File: src/rtl/clk_ratio_strobes.sv
module clk_ratio_strobes #(
  parameter int NUM_CORES = 8,
  parameter int DIV_W     = 5,
  parameter int DIV_MAX   = 16,
  parameter int SLOT_W    = 3
) (
  input  logic                        clk,
  input  logic                        rst_n,
  input  logic [DIV_W-1:0]            core_div,
  input  logic [DIV_W-1:0]            tmr_div,
  input  logic                        mode_frac,
  input  logic [NUM_CORES*SLOT_W-1:0] core_frac,
  output logic [NUM_CORES-1:0]        core_en,
  output logic                        tmr_en,
  output logic [SLOT_W-1:0]           hub_slot
);
  localparam int SLOTS = 1 << SLOT_W;
  localparam int CNT_W = $clog2(DIV_MAX);
  localparam int KW    = SLOT_W + 2;

  logic [DIV_W-1:0] div_in [2];
  logic [1:0]       tc;

  assign div_in[0] = core_div;
  assign div_in[1] = tmr_div;

  for (genvar g = 0; g < 2; g++) begin : g_div
    logic [CNT_W-1:0] cnt, last, nxt_last;

    always_comb begin
      if (div_in[g] > DIV_W'(DIV_MAX)) nxt_last = CNT_W'(DIV_MAX - 1);
      else if (div_in[g] == '0)        nxt_last = '0;
      else                             nxt_last = CNT_W'(div_in[g] - 1'b1);
    end

    assign tc[g] = (cnt == last);

    always_ff @(posedge clk or negedge rst_n) begin
      if (!rst_n) begin
        cnt  <= '0;
        last <= '0;
      end else if (tc[g]) begin
        cnt  <= '0;
        last <= nxt_last;
      end else begin
        cnt  <= cnt + 1'b1;
      end
    end
  end

  always_ff @(posedge clk or negedge rst_n) begin
    if (!rst_n) hub_slot <= '0;
    else        hub_slot <= hub_slot + 1'b1;
  end

  assign tmr_en = tc[1];

  for (genvar i = 0; i < NUM_CORES; i++) begin : g_core
    logic [KW-1:0]        k;
    logic [2*KW-1:0]      prod;
    logic [KW-1:0]        acc;
    logic                 hit;

    assign k    = KW'(core_frac[i*SLOT_W +: SLOT_W]) + 1'b1;
    assign prod = (2*KW)'(hub_slot) * (2*KW)'(k);
    assign acc  = KW'(prod[SLOT_W-1:0]) + k;
    assign hit  = (acc >= KW'(SLOTS));
    assign core_en[i] = !rst_n | (mode_frac ? hit : tc[0]);

    p_frac_full_r8: assert property (@(posedge clk) disable iff (!rst_n)
      (mode_frac && core_frac[i*SLOT_W +: SLOT_W] == '1) |-> core_en[i]);
    p_frac_min_r8: assert property (@(posedge clk) disable iff (!rst_n)
      (mode_frac && core_frac[i*SLOT_W +: SLOT_W] == '0 && core_en[i])
        |-> hub_slot == SLOT_W'(SLOTS - 1));
  end

  logic [CNT_W:0] tmr_gap;
  always_ff @(posedge clk or negedge rst_n) begin
    if (!rst_n)      tmr_gap <= '0;
    else if (tmr_en) tmr_gap <= '0;
    else             tmr_gap <= tmr_gap + 1'b1;
  end

  p_slot_step_r2: assert property (@(posedge clk) disable iff (!rst_n)
    1'b1 |=> hub_slot == $past(hub_slot) + 1'b1);
  p_gap_bound_r3: assert property (@(posedge clk) disable iff (!rst_n)
    tmr_gap < (CNT_W+1)'(DIV_MAX));
  p_full_rate_r3: assert property (@(posedge clk) disable iff (!rst_n)
    (tmr_en && tmr_div <= DIV_W'(1)) |=> tmr_en);
  p_cores_alike_r7: assert property (@(posedge clk) disable iff (!rst_n)
    !mode_frac |-> (core_en == {NUM_CORES{core_en[0]}}));
endmodule

File: config.mk
export PLATFORM = sky130hd
export DESIGN_NAME = clk_ratio_strobes
export DESIGN_NICKNAME = d
export VERILOG_FILES = /design/src/rtl/clk_ratio_strobes.sv
export SDC_FILE = /design/constraint.sdc
export NUM_CORES = 1
export LEC_CHECK = 0
export BUFFER_PORTS_ARGS = -buffer_cell sky130_fd_sc_hd__buf_2
export CAP_MARGIN = 20
export CELL_PAD_IN_SITES_DETAIL_PLACEMENT = 0
export CELL_PAD_IN_SITES_GLOBAL_PLACEMENT = 1
export CORE_MARGIN = 2
export CORE_UTILIZATION = 34
export CTS_BUF_LIST = sky130_fd_sc_hd__clkbuf_4
export DETAILED_ROUTE_END_ITERATION = 6
export GPL_TIMING_DRIVEN = 0
export PLACE_DENSITY = 0.66
export REMOVE_ABC_BUFFERS = 1
export SETUP_SLACK_MARGIN = 0.1
export SLEW_MARGIN = 10
export SYNTH_ARGS = -nofsm -noshare
export SYNTH_HDL_FRONTEND = slang
export SYNTH_SLANG_ARGS = --single-unit
File: constraint.sdc
create_clock -name clk -period 7.15 [get_ports clk]
set_input_delay 1.43 -clock clk [delete_from_list [all_inputs] [get_ports clk]]
set_output_delay 1.43 -clock clk [all_outputs]
set_load 0.05 [all_outputs]
After elaboration in Yosys (flattened, before gate mapping) --
Cells that the tools add are included.
Cells by class: add/sub/neg operators 21, reduce and logical (&&, ||, !) cells 3, order comparisons 10, equal/unequal tests 2, bitwise logic cells 8, mux-type cells 14, multipliers 8
Operators with widths (number):
- $add A3 B4 Y5 | 8
- $ge A5 B4 Y1 const B | 8
- $add A3 B1 Y4 const B | 8
- $mul A3 B4 Y3 | 8
- $mux W4 | 6
- $gt A5 B5 Y1 const B | 2
- $logic_not A5 Y1 | 2
- $add A4 B1 Y4 const B | 2
- $eq A4 B4 Y1 | 2
- $mux W1 | 8
- $or A1 B1 Y1 | 8
- $sub A4 B1 Y4 const B | 2
- $add A3 B1 Y3 const B | 1
- $logic_not A1 Y1 | 1
Storage, ports and cells: output and inout port bits 12, word-level logic and storage cells 71, bits of input ports 37, register bits 19

Depth between registers and ports, before layout --
Gate-level depths: netlist of the first run.
word-level depth 6, gate-level depth with buffers 10, mapped depth without buffers 10

Worst setup path before layout of the first run --
No wires, ideal clock.
kind input to output, start point in core_frac[18], end point out core_en[6], arrival time 4477 ps, stages 10, slack 1243 ps, data required time 5720 ps, path through ha_1 -> inv_1 -> nor2_1 -> ha_1 -> xnor3_1 -> xor2_1 -> ha_1 -> and4b_1 -> o2111a_1 -> o31ai_1
Between the ends: word-level cells in the longest chain between the ends 6
RTL lines:
- start: declaration | RTL line 12 | input logic [NUM_CORES*SLOT_W-1:0] core_frac,
- $add A3 B1 Y4 (*) | RTL line 64 | assign k = KW'(core_frac[i*SLOT_W +: SLOT_W]) + 1'b1;
- $mul A3 B4 Y3 | RTL line 65 | assign prod = (2*KW)'(hub_slot) * (2*KW)'(k);
- $add A3 B4 Y5 (*) | RTL line 66 | assign acc = KW'(prod[SLOT_W-1:0]) + k;
- $ge A5 B4 Y1 (*) | RTL line 67 | assign hit = (acc >= KW'(SLOTS));
- $mux W1 (*) | RTL line 68 | assign core_en[i] = !rst_n | (mode_frac ? hit : tc[0]);
- $or A1 B1 Y1 (*) | RTL line 68
- end: declaration | RTL line 13 | output logic [NUM_CORES-1:0] core_en,
Every way passes the cells marked *; elsewhere a longest branch is shown, timed or not.

Final worst setup path of the first run --
Same ends and word-level chain as after synthesis.

==> flow_metrics.env, run 1 <==
export IMPL_nFillCells=812
export IMPL_grt_pass1_wl_microns=9618
export IMPL_path_cells="buf_2, ha_1, inv_1, nor2_1, ha_1, xnor3_1, xor2_1, ha_1, and4b_1, o2111a_1, o31ai_1, buf_2"
export IMPL_netSwitchingFraction=0.4559
export IMPL_finalCritPeriodShare=0.7865
export IMPL_path_clk_slew_ns=0.12
export IMPL_clock_power_share=0.097
export IMPL_viasPerCell=5.039
export IMPL_ff2ff_setup_slack_ns=5.39
export IMPL_drc_errors=0
export IMPL_setup_viol=0
export IMPL_hold_violations=0
export IMPL_crit_top_cell="ha_1"
export IMPL_routedWlPerCell_microns=12.95
export IMPL_nets=416
export IMPL_ys_warn_count=0
export IMPL_clockRootBuffer="clkbuf_4"
export IMPL_worstMarginPinSlew_ns=1.057
export IMPL_p_int_mw=0.3252
export IMPL_io_pins=49
export IMPL_syn2layout_area_growth_pct=13.80
export IMPL_hold_depth=1
export IMPL_core_area_sq_mm=0.007807
export IMPL_grt_overflow=0
export IMPL_leakagePower_nw=1.619
export IMPL_hold_class="reg2reg"
export IMPL_cts_setup_buffers=0
export IMPL_ys_flop_type="dfrtp_1"
export IMPL_clk_latency_ns=0.31
export IMPL_grt_pass1_vias=2138
export IMPL_cts_resized_gates=0
export IMPL_p_seq_frac=0.334
export IMPL_r2r_cells=1
export IMPL_place_detailed_hpwl_microns=4286
export IMPL_outcome="finished, final reports clean"
export IMPL_drt_wl_total_microns=5609
export IMPL_final_max_slew_viol_count=0
export IMPL_rr_startpoint="hub_slot[0]"
export IMPL_port_buffers=48
export IMPL_avgSynthCellArea_sq_um=9.771
export IMPL_power_switching_mw=0.2724
export IMPL_antenna_left=0
export IMPL_peakVddDrop_mv=0.1404
export IMPL_cp_start_kind="primary input"
export IMPL_path_buf_inv=3
export IMPL_grtUsageTotal=0.1344
export IMPL_antenna_found_initial=0
export IMPL_antennaDiodeCount=0
export IMPL_drtIter0Drc=44
export IMPL_period_needed_ns=5.624
export IMPL_syn_area_sq_mm=0.002765
export IMPL_grt_max_degree=28
export IMPL_cts_tree="built"
export IMPL_worst_path_max_fanout=6
export IMPL_cap_viol_max_count=0
export IMPL_htreeDepth=1
export IMPL_p_per_area_mw_per_mm2=189.9
export IMPL_cts_hold_buf=0
export IMPL_setup_tns_final_ns=0
export IMPL_slowest_stage="xnor3_1"
export IMPL_rsz0062_at_grt="no"
export IMPL_max_slew_margin=0.2860
export IMPL_die_y_microns=94.18
export IMPL_path_class="in2out"
export IMPL_num_vias=2182
export IMPL_fmax_mhz=177.8
export IMPL_die_area_sq_mm=0.008870
export IMPL_cts_buffers=3
export IMPL_whs_endpoint="g_div[1].cnt[0]"
export IMPL_synthCells=283
export IMPL_start_util=0.3542
export IMPL_synth_edf_count=0
export IMPL_synth_cell_types=38
export IMPL_cp_arrival_ns=4.19
export IMPL_num_rows=32
export IMPL_gp_congestion=0.7669
export IMPL_worstPathRequired_ns=5.72
export IMPL_die_x_microns=94.18
export IMPL_ys_async_sr_fraction=1.000
export IMPL_synth_seq_cells=19
export IMPL_rr_endpoint="hub_slot[0]"
export IMPL_fin_hold_ws_ns=0.5129
export IMPL_drive_above_1_share=0.2054
export IMPL_worstHoldStart="g_div[1].cnt[0]"
export IMPL_final_setup_skew_ns=0.004708
export IMPL_crit_family="adder cells"
export IMPL_end_kind="output port"
export IMPL_comb_power_share=0.569
export IMPL_clockBufferDepth=2
export IMPL_cpPeakStageDelay_ns=0.39
export IMPL_seq_area_frac_synth=0.1719
export IMPL_clock_sinks=19
export IMPL_first_pass_iters=6
==> through the flow <==
step	utilization	power [mW]	area [sq um]	instances	setup slack [ns]
6_report	0.4030	0.5977	3147	433	1.526
4_1_cts	0.4030	0.6064	3147	433	1.486
5_1_grt	0.4030	0.6580	3147	433	1.265
3_5_place_dp	0.3992	0.5425	3117	429	1.529
2_1_floorplan	-	0.4645	2749	279	1.234
3_3_place_gp	0.3992	0.5372	3117	429	1.546
==> metal layers <==
layer	track usage	wire [microns]	up-vias
met1	0.1787	2648	1047
met3	0.01445	199	4
met5	0	0	-
met2	0.2381	2732	36
li1	-	-	1095
met4	0.02174	28	0
==> registers in the layout, indices dropped and copies added (netlist names) <==
name and cells:
g_div.cnt 8, g_div.last 8, hub_slot 3
==> cell usage after synthesis, types with 3 or more instances <==
library cell / n / area share
and2_1: 9 / 0.020
and3_1: 8 / 0.018
and4b_1: 8 / 0.029
dfrtp_1: 19 / 0.17
fa_1: 8 / 0.058
ha_1: 39 / 0.18
inv_1: 22 / 0.030
maj3_2: 4 / 0.016
mux2_2: 3 / 0.012
mux2_4: 3 / 0.016
nand2_1: 16 / 0.022
nand2b_1: 12 / 0.027
nor2_1: 16 / 0.022
nor2b_1: 20 / 0.045
nor4b_1: 8 / 0.025
o2111a_1: 8 / 0.033
o31ai_1: 10 / 0.027
xnor2_1: 10 / 0.032
xnor3_1: 8 / 0.065
xor2_1: 25 / 0.079
==> cell type report <==
type | instances | area, sq um | share of cell area
clock buffers | 3 | 22.52 | 0.007157
clock inverters | 1 | 7.507 | 0.002386
inverters | 24 | 95.09 | 0.03022
multi-input cells | 236 | 2178 | 0.6922
flip-flops and latches | 19 | 475.5 | 0.1511
well taps | 102 | 127.6 | 0.04056
repair buffers | 48 | 240.2 | 0.07634
==> power by group through the flow <==
| stage | clock (mW) | combinational, mW | sequential [mW] |
|---|---|---|---|
| floorplan | 0 | 0.273 | 0.192 |
| global placement | 0 | 0.335 | 0.202 |
| detailed placement | 0 | 0.341 | 0.202 |
| CTS | 0.0616 | 0.345 | 0.200 |
| global route | 0.0673 | 0.384 | 0.207 |
| finish | 0.0582 | 0.340 | 0.200 |
==> layout by cell type (no fill, tap or decap), types with 4 or more instances in the layout <==
master,n
and3_1,8
ha_1,39
nor2_1,16
maj3_2,4
o2111a_1,8
xnor2_1,10
fa_1,8
and4b_1,8
inv_1,22
nand2b_1,12
nor4b_1,8
nor2b_1,20
o31ai_1,10
dfrtp_1,19
buf_2,48
xnor3_1,8
nand2_1,16
xor2_1,25
and2_1,9
==> worst max path at each step <==
stage                  start  slack [ns]  depth (start not counted)    endpoint
4_1_cts          hub_slot[0]        1.49                         10  core_en[6]
5_1_grt          hub_slot[0]        1.26                         10  core_en[6]
3_5_place_dp   core_frac[18]        1.53                         12  core_en[6]
3_3_place_gp   core_frac[18]        1.55                         12  core_en[6]
6_report       core_frac[18]        1.53                         12  core_en[6]
2_1_floorplan  core_frac[18]        1.23                         10  core_en[6]
==> cells by family after synthesis <==
| logic type | count (synthesis) | synth area share |
|---|---|---|
| AND/OR/NAND/NOR | 107 | 0.2407 |
| adder cells (fa/ha/maj) | 53 | 0.2579 |
| XOR/XNOR | 43 | 0.1760 |
| buffers and inverters | 28 | 0.04027 |
| AO/OA/AOI/OAI | 27 | 0.08462 |
| flip-flops | 19 | 0.1719 |
| multiplexers | 6 | 0.02850 |
Note: power is estimated with default switching activity, not from simulation.
==> inputs of run 2 (changes only) <==
--- a/config.mk
+++ b/config.mk
@@ -14,7 +14,7 @@
 export CTS_BUF_LIST = sky130_fd_sc_hd__clkbuf_4
 export DETAILED_ROUTE_END_ITERATION = 6
 export GPL_TIMING_DRIVEN = 0
-export PLACE_DENSITY = 0.66
+export PLACE_DENSITY = 0.68
 export REMOVE_ABC_BUFFERS = 1
 export SETUP_SLACK_MARGIN = 0.1
 export SLEW_MARGIN = 10
==> constraint.sdc (replaced) <==
create_clock -name clk -period 4.8 [get_ports clk]
set_input_delay 0.96 -clock clk [delete_from_list [all_inputs] [get_ports clk]]
set_output_delay 0.96 -clock clk [all_outputs]
set_load 0.05 [all_outputs]
==> run 2 against run 1 <==
Compared with the run above: die area unchanged; power grew 50%; clock skew is 0.0040 ns higher; global-route usage is 0.094 points higher; critical path depth did not move; combinational power increased by 51%; sequential cell count is the same; register-to-register slack got worse by 2.3 ns; design area grew 1.1%; clock power increased by 52%; critical path type unchanged; critical endpoint is now core_en[5]; highest routed layer unchanged.
==> flow_metrics.env, run 2 (synthesis results as in run 1) <==
export IMPL_setup_viol=0
export IMPL_core_area_sq_mm=0.007807
export IMPL_place_area_sq_mm=0.003117
export IMPL_io_pins=49
export IMPL_outcome="finished, final reports clean"
export IMPL_start_util=0.3542
export IMPL_grt_pass1_vias=2138
export IMPL_antenna_found_initial=0
export IMPL_grt_max_degree=28
export IMPL_hold_violations=0
export IMPL_drc_errors=0
export IMPL_num_vias=2199
export IMPL_viasPerCell=5.079
export IMPL_grt_pass1_wl_microns=9735
export IMPL_path_class="in2out"
export IMPL_layout_cells_non_filler=433
export IMPL_p_per_area_mw_per_mm2=282.5
export IMPL_ff2ff_setup_slack_ns=3.10
export IMPL_die_area_sq_mm=0.008870
export IMPL_syn2layout_area_growth_pct=15.07
export IMPL_path_cells="buf_2, ha_1, inv_1, nor2_1, ha_1, xnor3_1, xor2_1, ha_1, and4b_1, o2111a_1, o31ai_2, buf_4"
export IMPL_fin_hold_ws_ns=0.5185
export IMPL_cts_tree="built"
export IMPL_cp_start_kind="primary input"
export IMPL_worstMarginPinSlew_ns=1.067
export IMPL_worstPathRequired_ns=3.84
export IMPL_end_kind="output port"
export IMPL_drt_wl_total_microns=5759
export IMPL_cpPeakStageDelay_ns=0.39
export IMPL_clk_latency_ns=0.31
export IMPL_worst_path_max_fanout=6
export IMPL_final_cell_area_sq_mm=0.003182
export IMPL_num_rows=32
export IMPL_grtUsageTotal=0.1353
export IMPL_slowest_stage="xnor3_1"
export IMPL_grt_overflow=0
export IMPL_setup_ws_ns=0.2855
export IMPL_worstHoldStart="g_div[1].cnt[0]"
export IMPL_final_common_cell="buf_2"
export IMPL_htreeDepth=1
export IMPL_port_buffers=48
export IMPL_rr_endpoint="g_div[1].last[1]"
export IMPL_cp_arrival_ns=3.55
export IMPL_nFillCells=810
export IMPL_rr_startpoint="g_div[1].cnt[0]"
export IMPL_cap_viol_max_count=0
export IMPL_antennaDiodeCount=0
export IMPL_critPathLaunch="core_frac[15]"
export IMPL_routedWlPerCell_microns=13.30
export IMPL_crit_top_cell="ha_1"
export IMPL_placedCellCount=429
export IMPL_first_pass_iters=4
export IMPL_path_clk_slew_ns=0.12
export IMPL_peakVddDrop_mv=0.2443
export IMPL_period_needed_ns=4.515
export IMPL_clockRootBuffer="clkbuf_4"
export IMPL_final_max_slew_viol_count=0
export IMPL_whs_endpoint="g_div[1].cnt[0]"
export IMPL_rsz0062_at_grt="yes"
export IMPL_place_detailed_hpwl_microns=4417
export IMPL_nets=416
export IMPL_crit_family="adder cells"
export IMPL_die_y_microns=94.18
export IMPL_multi_input_area_sq_mm=0.002201
export IMPL_gp_congestion=0.7166
export IMPL_hold_class="reg2reg"
export IMPL_seqCellArea_sq_um=476.7
export IMPL_dp_worst_setup_slack_ns=0.02844
export IMPL_hold_depth=1
export IMPL_clock_sinks=19
export IMPL_reg_top3="g_div.cnt x8, g_div.last x8, hub_slot x3"
export IMPL_path_buf_inv=3
export IMPL_clockBufferDepth=2
export IMPL_cts_setup_buffers=0
export IMPL_drtIter0Drc=26
export IMPL_max_slew_margin=0.2795
export IMPL_die_x_microns=94.18
export IMPL_finalCritPeriodShare=0.9405
export IMPL_final_cell_mix="buf_2 (44), ha_1 (39), xor2_1 (25)"
export IMPL_cts_buffers=3
export IMPL_drive_above_1_share=0.2236
export IMPL_p_total_mw=0.8989
export IMPL_leakagePower_nw=1.632
export IMPL_r2r_cells=4
export IMPL_fmax_mhz=221.5
export IMPL_final_setup_skew_ns=0.008744
export IMPL_antenna_left=0
-- run 2: cell counts in the layout (fill, tap and decap cells not counted) --
No cell type changed its count.
-- run 2: repair_timing --
item / in CTS / in global routing
hold buffers: 0 / 0
gates resized for setup: 2 / 12
endpoints found under the setup margin: 8 / 4
-- run 2: final cells by class --
cell class / count / share of cell area
clock buffer: 3 / 0.007078
tap: 102 / 0.04011
clock inverter: 1 / 0.002359
sequential: 19 / 0.1498
inverter: 24 / 0.03028
timing repair buffer: 48 / 0.07865
multi-input combinational: 236 / 0.6917
-- run 2: per-layer routing --
metal	global-route usage	wire length (microns)	vias to the layer above	part of all wire
li1	-	-	1094	-
met1	0.1839	2719	1063	0.47
met2	0.2363	2795	38	0.49
met3	0.01043	214	4	0.037
met4	0.02536	29	0	0.0050
met5	0	0	-	0
-- run 2: how the worst max path moves through the flow --
stage,end,slack (ns),cells after the start
floorplan,core_en[6],-0.28,9
global placement,core_en[5],-0.03,10
detailed placement,core_en[4],0.03,10
CTS,core_en[5],0.21,12
global route,core_en[4],0.09,12
finish,core_en[5],0.29,12
-- run 2: per-stage QoR --
stage	TNS, ns	utilization
2_1_floorplan	-1.451	-
3_3_place_gp	-0.03684	0.3992
3_5_place_dp	0	0.3992
4_1_cts	0	0.4034
5_1_grt	0	0.4075
6_report	0	0.4075
-- run 2: where the power goes --
group / internal [mW] / switching (mW) / leakage, nW / total (mW)
Combinational: 0.231 / 0.284 / 1.40 / 0.514
Sequential: 0.227 / 0.0692 / 0.221 / 0.296
Clock: 0.0318 / 0.0564 / 0.0139 / 0.0882
Total: 0.489 / 0.409 / 1.63 / 0.899
-- run 2: worst register-to-register path, delay by kind of cell, from the launching register on --
kind                   cells  cell delay, ns
AND/OR/NAND/NOR            1            0.56
flip-flops                 1            0.44
multiplexers               1            0.30
XOR/XNOR                   1            0.19
buffers and inverters      1            0.11
==> inputs of run 3 (changes only) <==
--- a/config.mk
+++ b/config.mk
@@ -15,6 +15,7 @@
 export DETAILED_ROUTE_END_ITERATION = 6
 export GPL_TIMING_DRIVEN = 0
 export PLACE_DENSITY = 0.68
+export RECOVER_POWER = 25
 export REMOVE_ABC_BUFFERS = 1
 export SETUP_SLACK_MARGIN = 0.1
 export SLEW_MARGIN = 10
==> run 3 against run 2 <==
Compared with the run above: the flow now finishes with violations (max-capacitance violations, max-slew violations); power grew 0.13%; die area is the same; critical path depth is the same; sequential share of layout area is essentially flat; global-route usage is the same; fmax is essentially flat; worst setup slack is essentially flat; routed wire length grew 0.35%; non-clock buffer count is the same; clock skew shrank 0.0012 ns.
==> flow_metrics.env, run 3 (synthesis results as in run 1) <==
export IMPL_cts_tree="built"
export IMPL_htreeDepth=1
export IMPL_cp_start_kind="primary input"
export IMPL_clockBufferDepth=2
export IMPL_p_per_area_mw_per_mm2=283.0
export IMPL_final_max_slew_viol_count=28
export IMPL_hold_class="reg2reg"
export IMPL_antenna_left=0
export IMPL_port_buffers=48
export IMPL_antennaDiodeCount=0
export IMPL_layout_cells_non_filler=433
export IMPL_io_pins=49
export IMPL_worstMarginPinSlew_ns=1.523
export IMPL_drive_above_1_share=0.2205
export IMPL_crit_top_cell="ha_1"
export IMPL_final_common_cell="buf_2"
export IMPL_cp_arrival_ns=3.55
export IMPL_path_clk_slew_ns=0.12
export IMPL_cpPeakStageDelay_ns=0.39
export IMPL_placedCellCount=429
export IMPL_slowest_stage="xnor3_1"
export IMPL_worst_path_max_fanout=6
export IMPL_path_class="in2out"
export IMPL_cap_viol_max_count=1
export IMPL_gp_congestion=0.7166
export IMPL_met2WireLength_microns=2803
export IMPL_grt_pass1_vias=2138
export IMPL_core_area_sq_mm=0.007807
export IMPL_grtUsageTotal=0.1353
export IMPL_final_setup_skew_ns=0.007535
export IMPL_drtIter0Drc=26
export IMPL_wl_met3_microns=212
export IMPL_syn2layout_area_growth_pct=15.02
export IMPL_die_area_sq_mm=0.008870
export IMPL_place_detailed_hpwl_microns=4417
export IMPL_period_needed_ns=4.514
export IMPL_routedWlPerCell_microns=13.35
export IMPL_path_cells="buf_2, ha_1, inv_1, nor2_1, ha_1, xnor3_1, xor2_1, ha_1, and4b_1, o2111a_1, o31ai_2, buf_4"
export IMPL_crit_family="adder cells"
export IMPL_fmax_mhz=221.5
export IMPL_grt_pass1_wl_microns=9735
export IMPL_finalCritPeriodShare=0.9405
export IMPL_drt_wl_total_microns=5779
export IMPL_path_buf_inv=3
export IMPL_setup_viol=0
export IMPL_final_cell_mix="buf_2 (43), ha_1 (39), xor2_1 (25)"
export IMPL_clock_sinks=19
export IMPL_clockRootBuffer="clkbuf_4"
export IMPL_reg_top3="g_div.cnt x8, g_div.last x8, hub_slot x3"
export IMPL_first_pass_iters=4
export IMPL_worstPathRequired_ns=3.84
export IMPL_die_y_microns=94.18
export IMPL_grt_max_degree=28
export IMPL_hold_violations=0
export IMPL_peakVddDrop_mv=0.2443
export IMPL_nets=416
export IMPL_viasPerCell=5.102
export IMPL_max_slew_margin=-0.01541
export IMPL_die_x_microns=94.18
export IMPL_end_kind="output port"
export IMPL_antenna_found_initial=0
export IMPL_fin_hold_ws_ns=0.5172
export IMPL_highest_layer="met4"
export IMPL_drc_errors=0
export IMPL_leakagePower_nw=1.629
export IMPL_num_rows=32
export IMPL_grt_overflow=0
export IMPL_start_util=0.3542
export IMPL_nFillCells=811
export IMPL_met1_length_microns=2733
export IMPL_rsz0062_at_grt="yes"
export IMPL_failed_checks="max-capacitance violations, max-slew violations"
export IMPL_clk_latency_ns=0.31
export IMPL_num_vias=2209
export IMPL_cts_buffers=3
export IMPL_outcome="finished with violations"
[run 3: worst reg2reg max path, delay by kind of cell, from the launching register on]
kind,cells,cell delay [ns]
XOR/XNOR,1,0.19
buffers and inverters,1,0.11
flip-flops,1,0.44
multiplexers,1,0.30
AND/OR/NAND/NOR,1,0.56
[run 3: final timing paths]
path                                  from               end  cells after the start  slack, ns
max in group asynchronous            rst_n       hub_slot[0]                      1       2.81
hold / removal             g_div[1].cnt[0]   g_div[1].cnt[0]                      1       0.52
setup / recovery             core_frac[15]        core_en[5]                     12       0.29
min in group asynchronous            rst_n   g_div[1].cnt[0]                      1       0.99
hold reg to reg            g_div[1].cnt[0]   g_div[1].cnt[0]                      1       0.52
setup reg to reg           g_div[1].cnt[0]  g_div[1].last[1]                      4       3.10
[run 3: metrics by stage]
| step | power (mW) | TNS, ns | cell area (sq um) | utilization | setup slack [ns] |
|---|---|---|---|---|---|
| after CTS | 0.9066 | 0 | 3149 | 0.4034 | 0.2114 |
| final | 0.9000 | 0 | 3181 | 0.4074 | 0.2857 |
| after global routing | 0.9871 | 0 | 3181 | 0.4074 | 0.04801 |
| after detailed placement | 0.8117 | 0 | 3117 | 0.3992 | 0.02844 |
| after global placement | 0.7982 | -0.03684 | 3117 | 0.3992 | -0.02771 |
| after floorplan | 0.6920 | -1.451 | 2749 | - | -0.2847 |
[run 3: final cells by class]
cell class	instances	area, sq um	area share
inverters	24	96.34	0.03029
flip-flops and latches	19	476.7	0.1499
multi-input cells	236	2201	0.6920
repair buffers	48	249.0	0.07828
well taps	102	127.6	0.04013
clock buffers	3	22.52	0.007081
clock inverters	1	7.507	0.002360
[run 3: per-layer routing]
layer / track usage / vias to the layer above
met4: 0.02536 / 0
met2: 0.2363 / 40
li1: - / 1094
met1: 0.1839 / 1071
met5: 0 / -
met3: 0.01043 / 4
[run 3: power breakdown]
group          leakage [nW]  total [mW]  switching [mW]  internal, mW
sequential            0.221       0.296          0.0691         0.227
clock                0.0139      0.0886          0.0568        0.0318
combinational          1.39       0.515           0.285         0.231
total                  1.63       0.900           0.411         0.489
[run 3: timing repair]
action                                  4_1_cts  5_1_grt
hold buffers                                  0        0
resized for setup                             2       12
endpoints found under the setup margin        8        4
hold endpoints to repair                      0        0
setup buffers                                 0        0
